### src/rtl/vbg_pkg.sv
package vbg_pkg;

    typedef enum logic {
        H_OPEN = 1'b0,
        H_SHUT = 1'b1
    } hstate_t;

    typedef enum logic {
        V_OPEN = 1'b0,
        V_SHUT = 1'b1
    } vstate_t;

    localparam int EVEN_OFS_NTSC = 262;
    localparam int EVEN_OFS_PAL  = 313;

endpackage

### src/rtl/vbg_counters.sv
module vbg_counters #(
    parameter int HW    = 10,
    parameter int VW    = 10,
    parameter int H_REF = 0
) (
    input  logic          clk,
    input  logic          rst_n,
    input  logic          hsync_lead,
    input  logic          vsync_lead,
    input  logic          field_odd,
    output logic [HW-1:0] hcnt,
    output logic [VW-1:0] vcnt
);

    localparam logic [HW-1:0] H_REF_V = HW'(H_REF);
    localparam logic [HW-1:0] H_MAX   = '1;
    localparam logic [VW-1:0] V_MAX   = '1;

    // pixel counter: reloads on HSYNC, saturates otherwise
    always_ff @(posedge clk or negedge rst_n) begin
        if (!rst_n) begin
            hcnt <= '0;
        end else if (hsync_lead) begin
            hcnt <= H_REF_V;
        end else if (hcnt != H_MAX) begin
            hcnt <= hcnt + 1'b1;
        end
    end

    // line counter: odd-field VSYNC clears, HSYNC steps
    always_ff @(posedge clk or negedge rst_n) begin
        if (!rst_n) begin
            vcnt <= '0;
        end else if (vsync_lead && field_odd) begin
            vcnt <= '0;
        end else if (hsync_lead && (vcnt != V_MAX)) begin
            vcnt <= vcnt + 1'b1;
        end
    end

endmodule

### src/rtl/vbg_hfsm.sv
module vbg_hfsm
    import vbg_pkg::*;
#(
    parameter int HW = 10
) (
    input  logic          clk,
    input  logic          rst_n,
    input  logic [HW-1:0] hcnt,
    input  logic [HW-1:0] hstart,
    input  logic [HW-1:0] hend,
    output logic          h_shut_nxt
);

    hstate_t state, state_nxt;

    always_ff @(posedge clk or negedge rst_n) begin
        if (!rst_n) begin
            state <= H_OPEN;
        end else begin
            state <= state_nxt;
        end
    end

    always_comb begin
        state_nxt = state;
        unique case (state)
            H_OPEN: if (hcnt == hstart) state_nxt = H_SHUT;
            H_SHUT: if (hcnt == hend)   state_nxt = H_OPEN;
        endcase
        h_shut_nxt = (state_nxt == H_SHUT);
    end

endmodule

### src/rtl/vbg_vfsm.sv
module vbg_vfsm
    import vbg_pkg::*;
#(
    parameter int VW   = 10,
    parameter int NW   = 9,
    parameter int VLEN = 20
) (
    input  logic          clk,
    input  logic          rst_n,
    input  logic          hsync_lead,
    input  logic          field_odd,
    input  logic          std_pal,
    input  logic [VW-1:0] vcnt,
    input  logic [NW-1:0] vstart,
    output logic          v_shut_nxt
);

    localparam int            LCW      = $clog2(VLEN + 1);
    localparam logic [LCW-1:0] LAST_LN = LCW'(VLEN - 1);
    localparam logic [VW-1:0] OFS_N    = VW'(EVEN_OFS_NTSC);
    localparam logic [VW-1:0] OFS_P    = VW'(EVEN_OFS_PAL);

    vstate_t        state, state_nxt;
    logic [LCW-1:0] lines, lines_nxt;
    logic [VW-1:0]  target;

    always_comb begin
        if (field_odd) begin
            target = VW'(vstart);
        end else if (std_pal) begin
            target = VW'(vstart) + OFS_P;
        end else begin
            target = VW'(vstart) + OFS_N;
        end
    end

    always_ff @(posedge clk or negedge rst_n) begin
        if (!rst_n) begin
            state <= V_OPEN;
            lines <= '0;
        end else begin
            state <= state_nxt;
            lines <= lines_nxt;
        end
    end

    always_comb begin
        state_nxt = state;
        lines_nxt = lines;
        unique case (state)
            V_OPEN: begin
                if (vcnt == target) begin
                    state_nxt = V_SHUT;
                    lines_nxt = '0;
                end
            end
            V_SHUT: begin
                if (hsync_lead) begin
                    if (lines == LAST_LN) begin
                        state_nxt = V_OPEN;
                    end else begin
                        lines_nxt = lines + 1'b1;
                    end
                end
            end
        endcase
        v_shut_nxt = (state_nxt == V_SHUT);
    end

endmodule

### src/rtl/vid_blank_gen.sv
module vid_blank_gen #(
    parameter int HW    = 10,
    parameter int EW    = 8,
    parameter int VW    = 10,
    parameter int NW    = 9,
    parameter int VLEN  = 20,
    parameter int H_REF = 0
) (
    input  logic               clk,
    input  logic               rst_n,
    input  logic               hsync_lead,
    input  logic               vsync_lead,
    input  logic               field_odd,
    input  logic               std_pal,
    input  logic               mask_drive,
    input  logic               ext_mask_n,
    input  logic [7:0]         hstart_lo,
    input  logic [HW-9:0]      hstart_hi,
    input  logic [EW-1:0]      hend,
    input  logic [7:0]         vstart_lo,
    input  logic [NW-9:0]      vstart_hi,
    output logic               vid_mask_n,
    output logic               pix_gate
);

    logic [HW-1:0] hcnt;
    logic [VW-1:0] vcnt;
    logic [HW-1:0] hstart_full;
    logic [HW-1:0] hend_full;
    logic [NW-1:0] vstart_full;
    logic          h_shut_nxt;
    logic          v_shut_nxt;
    logic          shut_nxt;

    assign hstart_full = {hstart_hi, hstart_lo};
    assign hend_full   = {{(HW-EW){1'b0}}, hend};
    assign vstart_full = {vstart_hi, vstart_lo};
    assign shut_nxt    = h_shut_nxt | v_shut_nxt;

    vbg_counters #(.HW(HW), .VW(VW), .H_REF(H_REF)) u_cnt (
        .clk        (clk),
        .rst_n      (rst_n),
        .hsync_lead (hsync_lead),
        .vsync_lead (vsync_lead),
        .field_odd  (field_odd),
        .hcnt       (hcnt),
        .vcnt       (vcnt)
    );

    vbg_hfsm #(.HW(HW)) u_hfsm (
        .clk        (clk),
        .rst_n      (rst_n),
        .hcnt       (hcnt),
        .hstart     (hstart_full),
        .hend       (hend_full),
        .h_shut_nxt (h_shut_nxt)
    );

    vbg_vfsm #(.VW(VW), .NW(NW), .VLEN(VLEN)) u_vfsm (
        .clk        (clk),
        .rst_n      (rst_n),
        .hsync_lead (hsync_lead),
        .field_odd  (field_odd),
        .std_pal    (std_pal),
        .vcnt       (vcnt),
        .vstart     (vstart_full),
        .v_shut_nxt (v_shut_nxt)
    );

    // output flops take the machines' next state, so they move on the
    // same edge as the state registers (one cycle after the match)
    always_ff @(posedge clk or negedge rst_n) begin
        if (!rst_n) begin
            vid_mask_n <= 1'b1;
            pix_gate   <= 1'b0;
        end else if (mask_drive) begin
            vid_mask_n <= ~shut_nxt;
            pix_gate   <= ~shut_nxt;
        end else begin
            vid_mask_n <= 1'b1;
            pix_gate   <= ext_mask_n;
        end
    end

endmodule

### config.mk
export PLATFORM = sky130hd
export DESIGN_NAME = vid_blank_gen
export DESIGN_NICKNAME = d
export VERILOG_FILES = /design/src/rtl/vbg_pkg.sv /design/src/rtl/vbg_counters.sv /design/src/rtl/vbg_hfsm.sv /design/src/rtl/vbg_vfsm.sv /design/src/rtl/vid_blank_gen.sv
export SDC_FILE = /design/constraint.sdc
export NUM_CORES = 1
export LEC_CHECK = 0
export ABC_AREA = 0
export BUFFER_PORTS_ARGS = -buffer_cell sky130_fd_sc_hd__clkbuf_2
export CAP_MARGIN = 15
export CORE_MARGIN = 5
export CORE_UTILIZATION = 45
export CTS_BUF_LIST = sky130_fd_sc_hd__clkbuf_2 sky130_fd_sc_hd__clkbuf_4 sky130_fd_sc_hd__clkbuf_8
export CTS_CLUSTER_SIZE = 8
export DETAILED_ROUTE_END_ITERATION = 8
export PLACE_DENSITY = 0.66
export SLEW_MARGIN = 20
export SYNTH_ARGS = -nofsm -noshare
export SYNTH_HDL_FRONTEND = slang
export SYNTH_SLANG_ARGS = --single-unit
### constraint.sdc
create_clock -name clk -period 2.3 [get_ports clk]
set_input_delay 0.115 -clock clk [delete_from_list [all_inputs] [get_ports clk]]
set_output_delay 0.115 -clock clk [all_outputs]
set_load 0.01 [all_outputs]
==> summary.txt, run 1 <==
Status
  – Status: finished, final reports clean

Placed design
  – GPL Wtd Cong: 0.845
  – Detailed placement HPWL: 4110 um
  – PortBufs: 36

GRT
  – Initial antenna violation count: 0
  – First-pass GRT wire length: 8880 um
  – Via count of the first global-routing pass: 2014
  – GRT overflow: 0
  – Largest net degree at the start of global routing: 30
  – Total GRT Usage: 0.166

Finish
  – Layout cells sized above 1: 0.190
  – Antenna Diode Count: 0
  – Area Overhead vs Synth: 13.4%
  – Layout Nets: 345
  – Fill cell count: 500
  – Layout Utilization: 0.526

Setup path
  – Critical path endpoint category: flip-flop
  – Worst path cell trace: xor2_2 -> nand3b_1 -> a2111oi_2 -> nor3_1 -> nor4_2 -> o21ai_0
  – WP data arrival: 2230 ps
  – CP startpoint kind: flip-flop
  – Slowest CP cell: a2111oi_2
  – CP required: 2450 ps
  – Crit-path max FO: 5
  – Crit Path Class: flip-flop to flip-flop
  – Worst stage delay on the critical path: 470 ps

Yosys
  – Ys Warns: 0
  – Post-synth EDFFs: 0
  – Net Count, Synth: 314
  – Synth Register Bits: 29
  – Sequential area share after synthesis: 0.305
  – Largest area contributor in the netlist: dfrtp_1
  – Syn_area_per_cell: 8.74 um^2
  – Area fraction of the dominant cell type after synthesis: 0.294
  – Synth Cell Area: 2380 um^2
  – Gate Count Post-Synth: 273
  – Async SR Flop Fraction: 1.00
  – Main flop type after synthesis: dfrtp_1
  – Netlist cell types: 61
  – Synth top area cells: dfrtp_1 (29%), xor2_1 (11%), xnor2_1 (5.1%), nor2_1 (4.4%), ha_1 (3.1%)

Detailed routing
  – DRC: 0
  – WL/cell: 14.2 um
  – Final WL: 5310 um
  – Via density: 5.59
  – Initial DRC Count: 104
  – Antenna-violating nets left: 0
  – DR pass1 iterations: 4
  – Via count: 2097

Clocking
  – Worst-path clk slew: 60 ps
  – TritonCTS clock tree: yes
  – H-tree depth: 2
  – Worst skew pair latency: 270 ps
  – CTS root buf: clkbuf_8
  – Number of setup buffers added after CTS: 0
  – Clock sinks: 29
  – Clk buf depth: 2
  – CTS Buf Count: 5

STA
  – Setup TNS: 0 ps
  – # setup viols final: 0
  – Final period util: 0.905
  – Setup Skew: 5.11 ps
  – Final Max Tran Viols: 0
  – Worst slew pin tran: 729 ps
  – Fmax achieved: 0.481 GHz
  – Fin crit period: 2080 ps
  – RSZ-0062 raised after global routing: false
  – Final Hold Viols: 0
  – Slew headroom: 0.514

Floorplan
  – Placeable core area: 5140 um^2
  – Area of the die: 6860 um^2
  – Die W: 82.8 um
  – Cell row count: 26
  – I/O pins: 37
  – Die Y: 82.8 um
  – Initial core utilization: 0.464

Power and ir drop
  – Power per cell area: 629 nW/um^2
  – Worst ir drop on vdd: 0.000338 V
  – PnR Total Power: 1700 uW
  – Leakage power: 0.00120 uW

Run
  – Max Cap Viol: 0

Worst hold path
  – Min-delay worst type: input port to flip-flop
cells in the mapped netlist (3+ instances only):
library cell  instances
nor2b_1               4
dfrtp_1              28
o22ai_1               3
o21ai_0              10
o31ai_1               3
mux2i_1               4
inv_1                 9
nand4_1               6
nor3_1                8
ha_1                  6
nor4_1                6
nand2b_1              5
a211oi_1              3
nor4b_1               3
xor2_1               29
nand3b_1              4
nand3_1               9
buf_6                 6
clkbuf_1              7
nor2_1               28
a21oi_1               9
nand2_1              17
xnor2_1              14
cell families after synthesis:
group | after synthesis | share of synthesized area
AND/OR/NAND/NOR | 108 | 0.241
flip-flops | 29 | 0.305
multiplexers | 5 | 0.0215
XOR/XNOR | 43 | 0.158
AO/OA/AOI/OAI | 57 | 0.183
buffers and inverters | 25 | 0.0598
adder cells (fa/ha/maj) | 6 | 0.0315
timing repair:
| action | 4_1_cts | 5_1_grt |
|---|---|---|
| endpoints found under the hold margin | 28 | 0 |
| hold buffers | 1 | 0 |
| gates resized for setup | 0 | 1 |
| endpoints found under the setup margin | 0 | 3 |
area by class of cell:
type | instances | area [um^2] | area share
Timing Repair Buffer | 40 | 213 | 0.0787
Inverter | 9 | 33.8 | 0.0125
Clock buffer | 7 | 90.1 | 0.0333
Tap cell | 70 | 87.6 | 0.0324
Multi-Input combinational cell | 219 | 1520 | 0.563
Clock inverter | 1 | 30.0 | 0.0111
Sequential cell | 29 | 727 | 0.269
worst max-delay path: cells and delay by family (launching register included):
kind	cells	cell delay, ps
DFF	1	460
AOI/OAI and AO/OA	2	610
xor gates and xnor gates	1	250
and+or+nand+nor	3	630
cell usage in the layout (no fill, tap or decap), types with 4 or more instances in the layout:
cell      instances
ha_1              6
nand4_1           6
o21ai_0          10
nand3b_1          4
nand2_1          17
nand2b_1          5
nor3_1            8
mux2i_1           4
nand3_1           9
xor2_1           28
nor2_1           28
a21oi_1           9
clkbuf_2         36
xnor2_1          14
clkbuf_8          6
nor2b_1           4
nor4_1            6
inv_1             9
dfrtp_1          28
power by group:
| group | total, uW | internal (uW) | switching [uW] |
|---|---|---|---|
| registers | 685 | 589 | 95.6 |
| clock network | 556 | 365 | 191 |
| logic | 459 | 213 | 247 |
| total | 1700 | 1170 | 533 |
per-stage QoR:
step	cell area [um^2]	cells	setup slack, ps	hold WS [ps]
2_1_floorplan	2380	273	429	-181
3_3_place_gp	2570	366	211	201
3_5_place_dp	2570	366	170	206
4_1_cts	2700	375	134	12.4
5_1_grt	2700	375	9.31	24.5
6_report	2700	375	219	21.5
registers in the layout, indices dropped and copies added (netlist names):
register and cells:
pix_gate 1, u_cnt.hcnt 10, u_cnt.vcnt 10, u_hfsm.state 1, u_vfsm.lines 5, u_vfsm.state 1
vid_mask_n 1
layer usage:
| layer | GRT usage | up-vias | wire length, um |
|---|---|---|---|
| met3 | 0.0356 | 6 | 209 |
| met4 | 0.0392 | 0 | 49 |
| met5 | 0 | - | 0 |
| met2 | 0.272 | 42 | 2480 |
| li1 | - | 1046 | - |
| met1 | 0.225 | 1003 | 2570 |
path summary, 6_finish.rpt:
path | start | endpoint | slack [ps] | cells past startpoint
worst max-delay path | u_cnt.vcnt[8] | u_vfsm.lines[1] | 220 | 6
worst min-delay path | mask_drive | vid_mask_n | 20 | 2
worst max register to register | u_cnt.vcnt[8] | u_vfsm.lines[1] | 220 | 6
worst min register to register | u_vfsm.lines[4] | u_vfsm.lines[4] | 580 | 2
max in group asynchronous | rst_n | u_cnt.vcnt[2] | 1400 | 2
min in group asynchronous | rst_n | u_hfsm.state | 430 | 2
No activity file was read; power rests on OpenSTA's default activity.
==> inputs of run 2 (changes only) <==
==> constraint.sdc (replaced) <==
create_clock -name clk -period 2.3 [get_ports clk]
set_input_delay 0.23 -clock clk [delete_from_list [all_inputs] [get_ports clk]]
set_output_delay 0.23 -clock clk [all_outputs]
set_load 0.01 [all_outputs]
==> summary.txt, run 2 (same netlist as run 1, synthesis figures left out) <==
Floorplan
  – Area of the die: 6860 um^2 (unchanged)
  – Die W: 82.8 um (unchanged)
  – Placeable core area: 5140 um^2 (unchanged)
  – Initial core utilization: 0.464 (unchanged)
  – Die Y: 82.8 um (unchanged)
  – Cell row count: 26 (unchanged)
  – I/O pins: 37 (unchanged)

STA
  – Setup TNS: 0 ps (unchanged)
  – Final period util: 0.887 (-0.0175)
  – Final Hold Viols: 0 (unchanged)
  – # setup viols final: 0 (unchanged)
  – Fmax achieved: 0.490 GHz (+2.0%)
  – Slew headroom: 0.528 (+0.0143)
  – Fin crit period: 2040 ps (-40.4 ps)
  – Setup Skew: 6.00 ps (+0.894 ps)
  – Final setup margin: 259 ps (+40.4 ps)
  – Final Max Tran Viols: 0 (unchanged)
  – Worst slew pin tran: 708 ps (-21.5 ps)
  – RSZ-0062 raised after global routing: false

Detailed routing
  – WL/cell: 14.1 um (-0.74%)
  – Via count: 2067 (-1.4%)
  – Antenna-violating nets left: 0 (unchanged)
  – Final WL: 5290 um (-0.47%)
  – Via density: 5.50 (-1.7%)
  – DRC: 0 (unchanged)
  – DR pass1 iterations: 4 (unchanged)
  – Initial DRC Count: 117 (+13%)

Setup path
  – Reg2reg setup slack: 260 ps (+40 ps)
  – Crit-path max FO: 5 (unchanged)
  – Critical path endpoint category: flip-flop
  – CP startpoint kind: flip-flop
  – Crit Path Class: flip-flop to flip-flop
  – WP data arrival: 2180 ps (-50 ps)
  – CP required: 2440 ps (about the same)

Clocking
  – Number of setup buffers added after CTS: 0 (unchanged)
  – Worst skew pair latency: 270 ps (about the same)
  – TritonCTS clock tree: yes
  – CTS root buf: clkbuf_8
  – Clock sinks: 29 (unchanged)
  – Worst-path clk slew: 60 ps (about the same)
  – H-tree depth: 2 (unchanged)
  – Post-CTS Hold Fix Bufs: 0 (-1)
  – Clk buf depth: 2 (unchanged)
  – CTS Buf Count: 5 (unchanged)

GRT
  – Initial antenna violation count: 0 (unchanged)
  – Largest net degree at the start of global routing: 30 (unchanged)
  – Total GRT Usage: 0.164 (-0.00204)
  – Via count of the first global-routing pass: 1897 (-5.8%)
  – First-pass GRT wire length: 8720 um (-1.8%)
  – GRT overflow: 0 (unchanged)

Placed design
  – PortBufs: 36 (unchanged)
  – Post-place setup slack: 87.1 ps (-82.7 ps)
  – Placed insts: 368 (+0.55%)
  – Detailed placement HPWL: 4170 um (+1.5%)
  – GPL Wtd Cong: 0.845 (about the same)

Power and ir drop
  – Leakage power: 0.00119 uW (-0.63%)
  – Power per cell area: 579 nW/um^2 (-7.9%)
  – Worst ir drop on vdd: 0.000550 V (+63%)

Finish
  – Area Overhead vs Synth: 12.7%
  – Fill cell count: 521 (+4.2%)
  – Post-Layout Cell Count: 376 (+0.27%)
  – Antenna Diode Count: 0 (unchanged)
  – Top flop regs: u_cnt.hcnt x10, u_cnt.vcnt x10, u_vfsm.lines x5
  – Layout cells sized above 1: 0.196 (+0.00591)
  – Layout Nets: 346 (+0.29%)
  – Register Area: 727 um^2 (unchanged)
  – Most frequent cells in the layout: clkbuf_2 (36), xor2_1 (28), nor2_1 (28), dfrtp_1 (28), nand2_1 (17)
  – Commonest non-fill, non-tap cell in the layout: clkbuf_2
  – Multi-input logic area: 1540 um^2 (+0.82%)

Status
  – Status: finished, final reports clean

Run
  – Max Cap Viol: 0 (unchanged)

Worst hold path
  – Min-delay worst type: input port to async pin
-- run 2: cell types whose count changed in the layout (fill, tap and decap cells not counted), sizes merged --
cell and change:
bufinv -1, buf +2, dlygate4sd3 -1, clkbuf -1, clkinv +2
-- run 2: report_power, final --
group | switching, uW | leakage (uW) | total, uW | internal [uW]
clock network | 179 | 0.0000484 | 400 | 221
registers | 98.0 | 0.000380 | 688 | 590
logic | 255 | 0.000762 | 469 | 215
total | 532 | 0.00119 | 1560 | 1020
-- run 2: what timing repair did --
item | in CTS | in global routing
hold endpoints to repair | 0 | 0
setup endpoints to repair | 0 | 6
resized for setup | 0 | 2
-- run 2: worst max-delay path: stages, from the launching register on --
cell and delay [ps]:
dfrtp_1 450, xor2_2 250, nand3b_1 160, a2111oi_4 420, nor3_1 130, nor4_2 350, o21ai_0 150
-- run 2: per-stage QoR --
stage | util | power (uW) | cell area [um^2] | hold WS [ps]
2_1_floorplan | - | 1030 | 2380 | -65.6
3_3_place_gp | 0.502 | 1150 | 2580 | 326
3_5_place_dp | 0.502 | 1160 | 2580 | 317
4_1_cts | 0.519 | 1570 | 2670 | 25.5
5_1_grt | 0.523 | 1680 | 2690 | 58.5
6_report | 0.523 | 1560 | 2690 | 1.62
-- run 2: worst paths after layout --
path                                   endpoint             from  depth (start not counted)
min in group clk                     vid_mask_n       mask_drive                          2
max in group asynchronous         u_cnt.vcnt[0]            rst_n                          1
worst min-delay path            u_vfsm.lines[4]            rst_n                          1
worst min register to register  u_vfsm.lines[4]  u_vfsm.lines[4]                          2
worst max register to register  u_vfsm.lines[1]    u_cnt.vcnt[8]                          6
worst max-delay path            u_vfsm.lines[1]    u_cnt.vcnt[8]                          6
-- run 2: area by class of cell --
type,count,area share
tap,70,0.0326
multi-input combinational,219,0.571
clock inverter,2,0.00372
timing repair buffer,41,0.0810
inverter,9,0.0126
sequential,29,0.270
clock buffer,6,0.0284
-- run 2: metal layers --
layer,GRT usage,part of all wire,vias up
met1,0.224,0.48,982
met3,0.0356,0.035,5
li1,-,-,1049
met5,0,0,-
met4,0.0294,0.0062,0
met2,0.270,0.48,31
==> inputs of run 3 (changes only) <==
- REMOVE_ABC_BUFFERS: unset -> 1
==> summary.txt, run 3 (same netlist as run 1, synthesis figures left out) <==
GRT
  – Via count of the first global-routing pass: 1979 (+4.3%)
  – Total GRT Usage: 0.167 (+0.00272)
  – Largest net degree at the start of global routing: 30 (unchanged)
  – First-pass GRT wire length: 8890 um (+1.9%)
  – Initial antenna violation count: 0 (unchanged)
  – GRT overflow: 0 (unchanged)

STA
  – Setup TNS: 0 ps (unchanged)
  – Final Hold Viols: 14 (+14)
  – Slew headroom: 0.533 (+0.00513)
  – Final period util: 0.917 (+0.0295)
  – Fin crit period: 2110 ps (+67.9 ps)
  – Hold Slack: -13.4 ps (-15.1 ps)
  – Final setup margin: 191 ps (-67.9 ps)
  – Fmax achieved: 0.474 GHz (-3.2%)
  – Setup Skew: 5.23 ps (-0.771 ps)
  – Final Max Tran Viols: 0 (unchanged)
  – Worst slew pin tran: 700 ps (-7.70 ps)
  – RSZ-0062 raised after global routing: false
  – # setup viols final: 0 (unchanged)

Finish
  – Layout cells sized above 1: 0.201 (+0.00522)
  – Layout Utilization: 0.524 (+0.00146)
  – Layout Nets: 348 (+0.58%)
  – Antenna Diode Count: 0 (unchanged)
  – Top flop regs: u_cnt.hcnt x10, u_cnt.vcnt x10, u_vfsm.lines x5
  – Most frequent cells in the layout: clkbuf_2 (36), xor2_1 (28), nor2_1 (28), dfrtp_1 (28), nand2_1 (17)
  – Commonest non-fill, non-tap cell in the layout: clkbuf_2
  – Fill cell count: 500 (-4.0%)
  – Area Overhead vs Synth: 13.0%
  – Post-Layout Cell Count: 378 (+0.53%)

Clocking
  – Worst skew pair latency: 280 ps (about the same)
  – Clock sinks: 29 (unchanged)
  – Worst-path clk slew: 60 ps (about the same)
  – CTS root buf: clkbuf_8
  – H-tree depth: 2 (unchanged)
  – Clk buf depth: 2 (unchanged)
  – TritonCTS clock tree: yes
  – CTS Buf Count: 5 (unchanged)

Power and ir drop
  – Switch share: 0.335 (-0.00678)
  – Sequential Power Share: 0.432 (-0.010)
  – PnR Total Power: 1590 uW (+2.1%)
  – Worst ir drop on vdd: 0.000377 V (-32%)
  – Leakage power: 0.00120 uW (+0.90%)
  – Net Sw Power: 532 uW (about the same)
  – Power share of the combinational group: 0.294 (-0.007)
  – Part of the power in the clock network: 0.273 (+0.016)
  – Internal: 1060 uW (+3.1%)
  – Power per cell area: 590 nW/um^2 (+1.8%)

Detailed routing
  – Antenna-violating nets left: 0 (unchanged)
  – Initial DRC Count: 118 (+0.85%)
  – WL met2: 2480 um (-2.1%)
  – Via count: 2074 (+0.34%)
  – WL/cell: 14.0 um (-0.60%)
  – Metal1 wirelength: 2540 um (about the same)
  – DRC: 0 (unchanged)
  – DR pass1 iterations: 4 (unchanged)
  – Via density: 5.49 (-0.19%)
  – Highest Signal Layer: met4
  – Routed wl met3: 219 um (+17%)
  – Final WL: 5280 um (about the same)

Placed design
  – GPL Wtd Cong: 0.851 (+0.70%)
  – Post-place setup slack: 29.0 ps (-58.1 ps)
  – Placed insts: 370 (+0.54%)
  – PortBufs: 36 (unchanged)
  – Detailed placement HPWL: 4130 um (-0.94%)

Status
  – Status: complete, but fails checks
  – Failing checks: hold timing

Setup path
  – WP data arrival: 2250 ps (+70 ps)
  – Crit-path max FO: 5 (unchanged)
  – CP required: 2450 ps (about the same)
  – Crit Path Class: flip-flop to flip-flop
  – Critical path endpoint category: flip-flop
  – CP startpoint kind: flip-flop

Floorplan
  – Die Y: 82.8 um (unchanged)
  – Area of the die: 6860 um^2 (unchanged)
  – Placeable core area: 5140 um^2 (unchanged)
  – Die W: 82.8 um (unchanged)
  – Cell row count: 26 (unchanged)
  – I/O pins: 37 (unchanged)
  – Initial core utilization: 0.464 (unchanged)

Worst hold path
  – Min-delay worst type: input port to async pin

Run
  – Max Cap Viol: 0 (unchanged)
[run 3: changes by cell type in the layout (fill, tap and decap cells not counted)]
cell       previous run  this run
clkbuf_4              1         3
a2111oi_2             1         2
buf_4                 5         7
a2111oi_4             1         0
clkinv_2              2         0
[run 3: path summary, 6_finish.rpt]
kind	from	to	slack, ps	cells past startpoint
setup / recovery	u_cnt.vcnt[8]	u_vfsm.lines[1]	190	6
max in group asynchronous	rst_n	u_cnt.vcnt[6]	1860	1
hold reg to reg	u_vfsm.lines[1]	u_vfsm.lines[1]	570	2
min in group clk	mask_drive	vid_mask_n	120	2
hold / removal	rst_n	u_hfsm.state	-10	1
setup reg to reg	u_cnt.vcnt[8]	u_vfsm.lines[1]	190	6
[run 3: layout make-up]
class | instances | area [um^2] | share of cell area
flip-flops and latches | 29 | 727 | 0.270
well taps | 70 | 87.6 | 0.0325
inverters | 9 | 33.8 | 0.0125
multi-input cells | 219 | 1520 | 0.565
clock buffers | 8 | 91.3 | 0.0339
repair buffers | 43 | 233 | 0.0864
[run 3: layer usage]
layer,vias to the layer above,track usage
li1,1052,-
met1,975,0.229
met2,43,0.263
met3,4,0.0367
met4,0,0.0507
met5,-,0
[run 3: critical path: stages (launching register included)]
cell and delay (ps):
dfrtp_1 470, xor2_2 270, nand3b_1 120, a2111oi_2 460, nor3_1 120, nor4_2 390
o21ai_0 150
[run 3: metrics by stage]
stage / cell area, um^2 / hold WS [ps]
finish: 2700 / -13.4
global route: 2700 / 64.1
CTS: 2690 / 20.3
detailed placement: 2600 / 321
global placement: 2600 / 316
floorplan: 2280 / -65.6
[run 3: repair_timing]
action / CTS / global route
hold buffers: 0 / 0
gates resized for setup: 0 / 1
buffers inserted: 0 / 0
setup endpoints to repair: 0 / 4
[run 3: power by group through the flow]
stage	combinational, uW	clock (uW)	sequential [uW]
after floorplan	322	0	673
after global placement	460	0	690
after detailed placement	466	0	697
after CTS	470	445	687
after global routing	535	468	704
final	468	434	687
